==> src/rtl/irq_seq_pkg.sv <==
package irq_seq_pkg;
    typedef enum logic [3:0] {
        S_IDLE,
        S_DUMMY,
        S_INTERNAL,
        S_PUSH_BANK,
        S_PUSH_PCH,
        S_PUSH_PCL,
        S_PUSH_STAT,
        S_VEC_LO,
        S_VEC_HI
    } seq_state_e;

    localparam int unsigned BRK_BIT = 4;
    localparam int unsigned IRQ_DIS_BIT = 2;
    localparam int unsigned DEC_BIT = 3;
endpackage

==> src/rtl/irq_seq_sp.sv <==
module irq_seq_sp #(
    parameter int unsigned DW = 8,
    parameter logic [DW-1:0] EMU_PAGE = 8'h01
) (
    input  logic            clk,
    input  logic            rst_n,
    input  logic            load,
    input  logic [2*DW-1:0] load_val,
    input  logic            emu,
    input  logic            dec,
    output logic [2*DW-1:0] sp
);
    localparam int unsigned SPW = 2 * DW;

    logic [SPW-1:0] sp_q;

    always_ff @(posedge clk or negedge rst_n) begin
        if (!rst_n) begin
            sp_q <= '0;
        end else if (load) begin
            sp_q <= emu ? {EMU_PAGE, load_val[DW-1:0]} : load_val;
        end else if (dec) begin
            if (emu) sp_q <= {EMU_PAGE, sp_q[DW-1:0] - 1'b1};
            else     sp_q <= sp_q - 1'b1;
        end
    end

    assign sp = sp_q;

    // stack page pinned in emulation mode after any update
    p_emu_page_r7: assert property (@(posedge clk) disable iff (!rst_n)
        (emu && (load || dec)) |=> sp_q[SPW-1:DW] == EMU_PAGE);
endmodule

==> src/rtl/irq_seq_pushsel.sv <==
module irq_seq_pushsel
    import irq_seq_pkg::*;
#(
    parameter int unsigned DW = 8
) (
    input  seq_state_e      state,
    input  logic [DW-1:0]   bank,
    input  logic [2*DW-1:0] pc,
    input  logic [DW-1:0]   status,
    input  logic            emu,
    output logic [DW-1:0]   byte_out
);
    logic [DW-1:0] stat_masked;

    always_comb begin
        stat_masked = status;
        if (emu) stat_masked[BRK_BIT] = 1'b0;
    end

    always_comb begin
        unique case (state)
            S_PUSH_BANK: byte_out = bank;
            S_PUSH_PCH:  byte_out = pc[2*DW-1:DW];
            S_PUSH_PCL:  byte_out = pc[DW-1:0];
            S_PUSH_STAT: byte_out = stat_masked;
            default:     byte_out = '0;
        endcase
    end
endmodule

==> src/rtl/irq_entry_seq.sv <==
module irq_entry_seq
    import irq_seq_pkg::*;
#(
    parameter int unsigned DW = 8
) (
    input  logic            clk,
    input  logic            rst_n,
    input  logic            start,
    input  logic            io_req,
    input  logic            irq_pending,
    input  logic [7:0]      pbr_in,
    input  logic [15:0]     pc_in,
    input  logic [7:0]      p_in,
    input  logic            emu_in,
    input  logic [15:0]     sp_in,
    input  logic [15:0]     vec_in,
    output logic [23:0]     bus_addr,
    output logic            bus_rd,
    output logic            bus_wr,
    output logic [7:0]      bus_wdata,
    input  logic [7:0]      bus_rdata,
    output logic            busy,
    output logic            done,
    output logic [15:0]     pc_out,
    output logic [7:0]      pbr_out,
    output logic [7:0]      p_out,
    output logic [15:0]     sp_out
);
    localparam int unsigned PCW = 2 * DW;
    localparam logic [DW-1:0] ZERO_BANK = '0;

    seq_state_e state_q, state_d;

    logic [DW-1:0]  cap_pbr, cap_p, vlo_q, pbr_q, p_q;
    logic [PCW-1:0] cap_pc, cap_vec, pc_q, sp;
    logic           cap_emu, done_q;
    logic           accept, push_now;
    logic [DW-1:0]  push_byte;

    assign accept   = (state_q == S_IDLE) && start;
    assign push_now = (state_q == S_PUSH_BANK) || (state_q == S_PUSH_PCH) ||
                      (state_q == S_PUSH_PCL)  || (state_q == S_PUSH_STAT);

    // state register
    always_ff @(posedge clk or negedge rst_n) begin
        if (!rst_n) state_q <= S_IDLE;
        else        state_q <= state_d;
    end

    // transitions
    always_comb begin
        state_d = state_q;
        unique case (state_q)
            S_IDLE:      if (start) state_d = S_DUMMY;
            S_DUMMY:     state_d = S_INTERNAL;
            S_INTERNAL:  state_d = cap_emu ? S_PUSH_PCH : S_PUSH_BANK;
            S_PUSH_BANK: state_d = S_PUSH_PCH;
            S_PUSH_PCH:  state_d = S_PUSH_PCL;
            S_PUSH_PCL:  state_d = S_PUSH_STAT;
            S_PUSH_STAT: state_d = S_VEC_LO;
            S_VEC_LO:    state_d = S_VEC_HI;
            S_VEC_HI:    state_d = S_IDLE;
            default:     state_d = S_IDLE;
        endcase
    end

    // captured context and results
    always_ff @(posedge clk or negedge rst_n) begin
        if (!rst_n) begin
            cap_pbr <= '0; cap_pc <= '0; cap_p <= '0; cap_emu <= 1'b0;
            cap_vec <= '0; vlo_q <= '0; pc_q <= '0; pbr_q <= '0;
            p_q <= '0; done_q <= 1'b0;
        end else begin
            done_q <= (state_q == S_VEC_HI);
            if (accept) begin
                cap_pbr <= pbr_in;
                cap_pc  <= pc_in;
                cap_p   <= p_in;
                cap_emu <= emu_in;
                cap_vec <= vec_in;
                pbr_q   <= pbr_in;
                p_q     <= p_in;
            end
            if (state_q == S_VEC_LO) begin
                vlo_q          <= bus_rdata;
                pbr_q          <= ZERO_BANK;
                p_q[IRQ_DIS_BIT] <= 1'b1;
                p_q[DEC_BIT]     <= 1'b0;
            end
            if (state_q == S_VEC_HI) pc_q <= {bus_rdata, vlo_q};
        end
    end

    irq_seq_sp #(.DW(DW)) u_sp (
        .clk      (clk),
        .rst_n    (rst_n),
        .load     (accept),
        .load_val (sp_in),
        .emu      (accept ? emu_in : cap_emu),
        .dec      (push_now),
        .sp       (sp)
    );

    irq_seq_pushsel #(.DW(DW)) u_push (
        .state    (state_q),
        .bank     (cap_pbr),
        .pc       (cap_pc),
        .status   (cap_p),
        .emu      (cap_emu),
        .byte_out (push_byte)
    );

    // bus outputs per state
    always_comb begin
        bus_rd    = 1'b0;
        bus_wr    = 1'b0;
        bus_addr  = '0;
        bus_wdata = '0;
        unique case (state_q)
            S_IDLE: if (io_req && irq_pending) begin
                bus_rd   = 1'b1;
                bus_addr = {pbr_in, pc_in};
            end
            S_DUMMY: begin
                bus_rd   = 1'b1;
                bus_addr = {cap_pbr, cap_pc};
            end
            S_INTERNAL: ;
            S_PUSH_BANK, S_PUSH_PCH, S_PUSH_PCL, S_PUSH_STAT: begin
                bus_wr    = 1'b1;
                bus_addr  = {ZERO_BANK, sp};
                bus_wdata = push_byte;
            end
            S_VEC_LO: begin
                bus_rd   = 1'b1;
                bus_addr = {ZERO_BANK, cap_vec};
            end
            S_VEC_HI: begin
                bus_rd   = 1'b1;
                bus_addr = {ZERO_BANK, cap_vec + 1'b1};
            end
            default: ;
        endcase
    end

    assign busy    = (state_q != S_IDLE);
    assign done    = done_q;
    assign pc_out  = pc_q;
    assign pbr_out = pbr_q;
    assign p_out   = p_q;
    assign sp_out  = sp;

    p_excl_r12: assert property (@(posedge clk) disable iff (!rst_n)
        !(bus_rd && bus_wr));
    p_push_dec_r4: assert property (@(posedge clk) disable iff (!rst_n)
        bus_wr |=> sp[DW-1:0] == $past(sp[DW-1:0]) - 1'b1);
    p_done_pulse_r8: assert property (@(posedge clk) disable iff (!rst_n)
        done |=> !done);
    p_flags_r9: assert property (@(posedge clk) disable iff (!rst_n)
        (state_q == S_VEC_HI) |-> (pbr_out == ZERO_BANK && p_out[IRQ_DIS_BIT] && !p_out[DEC_BIT]));
    p_ignore_r10: assert property (@(posedge clk) disable iff (!rst_n)
        (state_q != S_IDLE) |=> ($stable(cap_pc) && $stable(cap_vec)));
    p_idle_quiet_r11: assert property (@(posedge clk) disable iff (!rst_n)
        (!busy && !io_req) |-> (!bus_rd && !bus_wr));
endmodule

==> config.mk <==
export PLATFORM = sky130hd
export DESIGN_NAME = irq_entry_seq
export DESIGN_NICKNAME = d
export VERILOG_FILES = /design/src/rtl/irq_seq_pkg.sv /design/src/rtl/irq_seq_sp.sv /design/src/rtl/irq_seq_pushsel.sv /design/src/rtl/irq_entry_seq.sv
export SDC_FILE = /design/constraint.sdc
export NUM_CORES = 1
export LEC_CHECK = 0
export BUFFER_PORTS_ARGS = -buffer_cell sky130_fd_sc_hd__buf_4
export CORE_MARGIN = 2
export CORE_UTILIZATION = 40
export DETAILED_ROUTE_END_ITERATION = 12
export GPL_TIMING_DRIVEN = 0
export PLACE_DENSITY = 0.68
export SLEW_MARGIN = 20
export SYNTH_ARGS = -nofsm -noshare
export SYNTH_HDL_FRONTEND = slang
export SYNTH_SLANG_ARGS = --single-unit
export TNS_END_PERCENT = 10
==> constraint.sdc <==
create_clock -name clk -period 2.07 [get_ports clk]
set_input_delay 0.1035 -clock clk [delete_from_list [all_inputs] [get_ports clk]]
set_output_delay 0.1035 -clock clk [all_outputs]
set_load 0.02 [all_outputs]
==> qor.txt <==
drc violations: 0
Crit Path Class: reg2out
drt via density: 5.420
Rows: 42
largest net degree at the start of global routing: 105
1st-pass router iterations: 7
IO Port Bufs: 161
Die Y: 119.7 um
outcome: finished with violations
TritonCTS buffer count: 9
filler instances: 1,131
initial DRC count: 503
critical path's most frequent cell: buf_6
via count: 5,729
WP data arrival: 2180 ps
TritonCTS clock tree: yes
fin crit share: 1.102
Core Util, Final: 0.6262
root buffer cell: clkbuf_16
Seq/Total Area, Yosys: 0.4862
CP max FO: 10
Fin. Hold Viols: 0
DP Wirelength: 13,250 um
failing checks: setup timing
Slew Viols, Final: 0
GR Overflow Total: 0
clk_skew: 7.193 ps
cell count of the worst reg-to-reg path: 8
Yosys cell types: 49
Max VDD drop: 0.9211 mV
nets: 956
vias in the first global route: 5,717
PnR worst setup slack: -210.5 ps
Slew headroom: 0.3436
Hold WS: 3.470 ps
CORE AREA: 13,140 sq um
CP peak stage delay: 380 ps
FMAX: 438.5 MHz
first-pass GRT wire length: 29,210 um
CP required: 1970 ps
worst-case clock buffer depth: 2
CP max-delay cell: dfrtp_1
Setup WS pre-CTS: -223.2 ps
actual slew at the worst max-slew pin: 984.6 ps
Layout area overhead: 53.69%
Clock Latency Late Sink: 360 ps
Worst Setup Start Kind: flip-flop
cell area after synthesis: 5353 sq um
Ys Warns: 0
Clock transition at path regs: 80 ps
Setup crit end kind: output port
Seq cells post-synth: 104
fin crit period: 2281 ps
WL/cell: 17.83 um
GRT Util Overall: 0.2628
final WL: 18,840 um
syn avg cell area: 8.619 sq um
# IOs: 162
Clock Sinks: 104
CP Cell Sequence: buf_6, nor4_4, and3_4, buf_6, a222oi_1, o211ai_1, buf_4
H-tree Lvls: 3
layout cells sized above 1: 0.3201
Setup Viol. Count Final: 36
Synth Net Count: 701
Initial Util: 0.4074
die area: 14,320 sq um
Pleak: 3.978 nW
initial antenna violation count: 0
max cap viols: 0
die width: 119.7 um
n_diodes: 0
worst min-delay path class: in2reg
Syn Inst Count: 621
Routed Antenna Nets: 0
power density over cell area: 1574 nW/um^2
unrepaired setup endpoints after global routing: yes
hold path depth: 3
GP Congestion: 0.8967
cells in the final DEF, fill, tap and decap left out, types with 8 or more instances in the layout:
cell and instances:
xor2_1 9, dlygate4sd3_1 65, clkbuf_16 10, nand2_1 233, a22o_1 8, o21ai_0 10, a21oi_1 19, nand3_1 8
o21ai_1 9, buf_6 15, mux2_2 8, buf_4 183, a22oi_1 17, dfrtp_1 98, mux2i_1 9, buf_2 8
a222oi_1 8, nor2_1 21, xnor2_1 13, o22ai_1 8
power by group:
group	internal [W]	switching [W]	total (W)
Combinational	0.00315	0.00401	0.00717
Clock	0.000855	0.000863	0.00172
Sequential	0.00300	0.00107	0.00407
Total	0.00700	0.00595	0.0130
stage by stage:
stage | TNS (ps) | instance area [sq um] | power, W | instances
after floorplan | 0 | 5353 | 0.007665 | 621
after global placement | -3536 | 6782 | 0.01018 | 958
after detailed placement | -6800 | 6785 | 0.01033 | 958
after CTS | -5983 | 8041 | 0.01263 | 1051
after global routing | -5894 | 8227 | 0.01373 | 1057
final | -2805 | 8227 | 0.01295 | 1057
worst paths after layout:
| path | from | end | slack (ps) |
|---|---|---|---|
| min in group asynchronous | rst_n | u_sp.sp[11] | 410 |
| setup / recovery | state_q[0] | bus_addr[5] | -210 |
| hold reg to reg | vlo_q[6] | pc_out[6] | 470 |
| hold / removal | sp_in[14] | u_sp.sp[14] | 3 |
| setup reg to reg | state_q[0] | cap_pbr[3] | -20 |
| max in group asynchronous | rst_n | state_q[2] | 930 |
per-layer routing:
| layer | up-vias | part of all wire | GRT usage |
|---|---|---|---|
| li1 | 2632 | - | - |
| met1 | 2788 | 0.41 | 0.3224 |
| met2 | 278 | 0.48 | 0.4411 |
| met3 | 31 | 0.079 | 0.07414 |
| met4 | 0 | 0.025 | 0.09779 |
| met5 | - | 0 | 0 |
area by class of cell:
class                   count  area [sq um]  area share
flip-flops and latches    104          2610      0.3173
repair buffers            247          2054      0.2497
inverters                   7         33.78    0.004106
clock buffers               9         225.2     0.02738
multi-input cells         464          2688      0.3267
clock inverters             7         68.82    0.008365
well taps                 176         220.2     0.02677
plain buffers              43         326.6     0.03970
synth_stat cells (all sizes together):
cell / instances / share of area
nand3b: 3 / 0.0042
a21o: 1 / 0.0014
o211ai: 6 / 0.0084
or3: 3 / 0.0037
nor2: 23 / 0.016
ha: 2 / 0.0047
and2: 2 / 0.0023
a21oi: 19 / 0.018
o22ai: 8 / 0.0094
mux2: 8 / 0.017
nor4b: 1 / 0.0016
or4b: 1 / 0.0019
or4: 2 / 0.0035
xnor2: 13 / 0.021
o311ai: 2 / 0.0033
nor2b: 4 / 0.0047
o32ai: 1 / 0.0016
a221oi: 8 / 0.013
o21ai: 20 / 0.019
a22oi: 22 / 0.031
nand2: 233 / 0.16
a222oi: 8 / 0.015
nand4: 4 / 0.0047
a22o: 8 / 0.013
and3b: 1 / 0.0016
and3: 2 / 0.0023
nor3: 11 / 0.011
xor2: 9 / 0.015
clkbuf: 19 / 0.013
a311oi: 1 / 0.0016
mux2i: 9 / 0.017
nand3: 11 / 0.010
nand2b: 7 / 0.0082
o21a: 2 / 0.0028
clkinv: 1 / 0.00070
a21bo: 1 / 0.0019
buf: 27 / 0.029
nor4: 5 / 0.0098
nor3b: 3 / 0.0042
dfrtp: 104 / 0.49
inv: 6 / 0.0042
state kept, by name, indices dropped and copies added, names as in the netlist:
name / flops
cap_vec: 16
pc_out: 16
cap_emu: 1
cap_pbr: 8
cap_p: 8
vlo_q: 8
p_out: 2
cap_pc: 16
state_q: 4
u_sp.sp: 16
done: 1
pbr_out: 8
worst max-delay path: cells and delay by family (launching register included):
family          cells  cell delay [ps]
flops               1              380
buf+inv             3              490
simple gates        2              670
compound gates      2              270
timing repair:
item / in CTS / in global routing
pin swaps: 12 / 20
gates resized for setup: 57 / 55
setup endpoints to repair: 76 / 81
hold endpoints to repair: 176 / 0
hold buffers: 65 / 0
cloned: 1 / 0
buffers inserted: 13 / 7
kinds of logic after synthesis:
family          share of synthesized area
xor+xnor                          0.03600
simple gates                       0.2539
flops                              0.4862
mux                               0.03366
compound gates                     0.1389
buf+inv                           0.04675
fa+ha+maj                        0.004674
(Power assumes the default switching activity.)
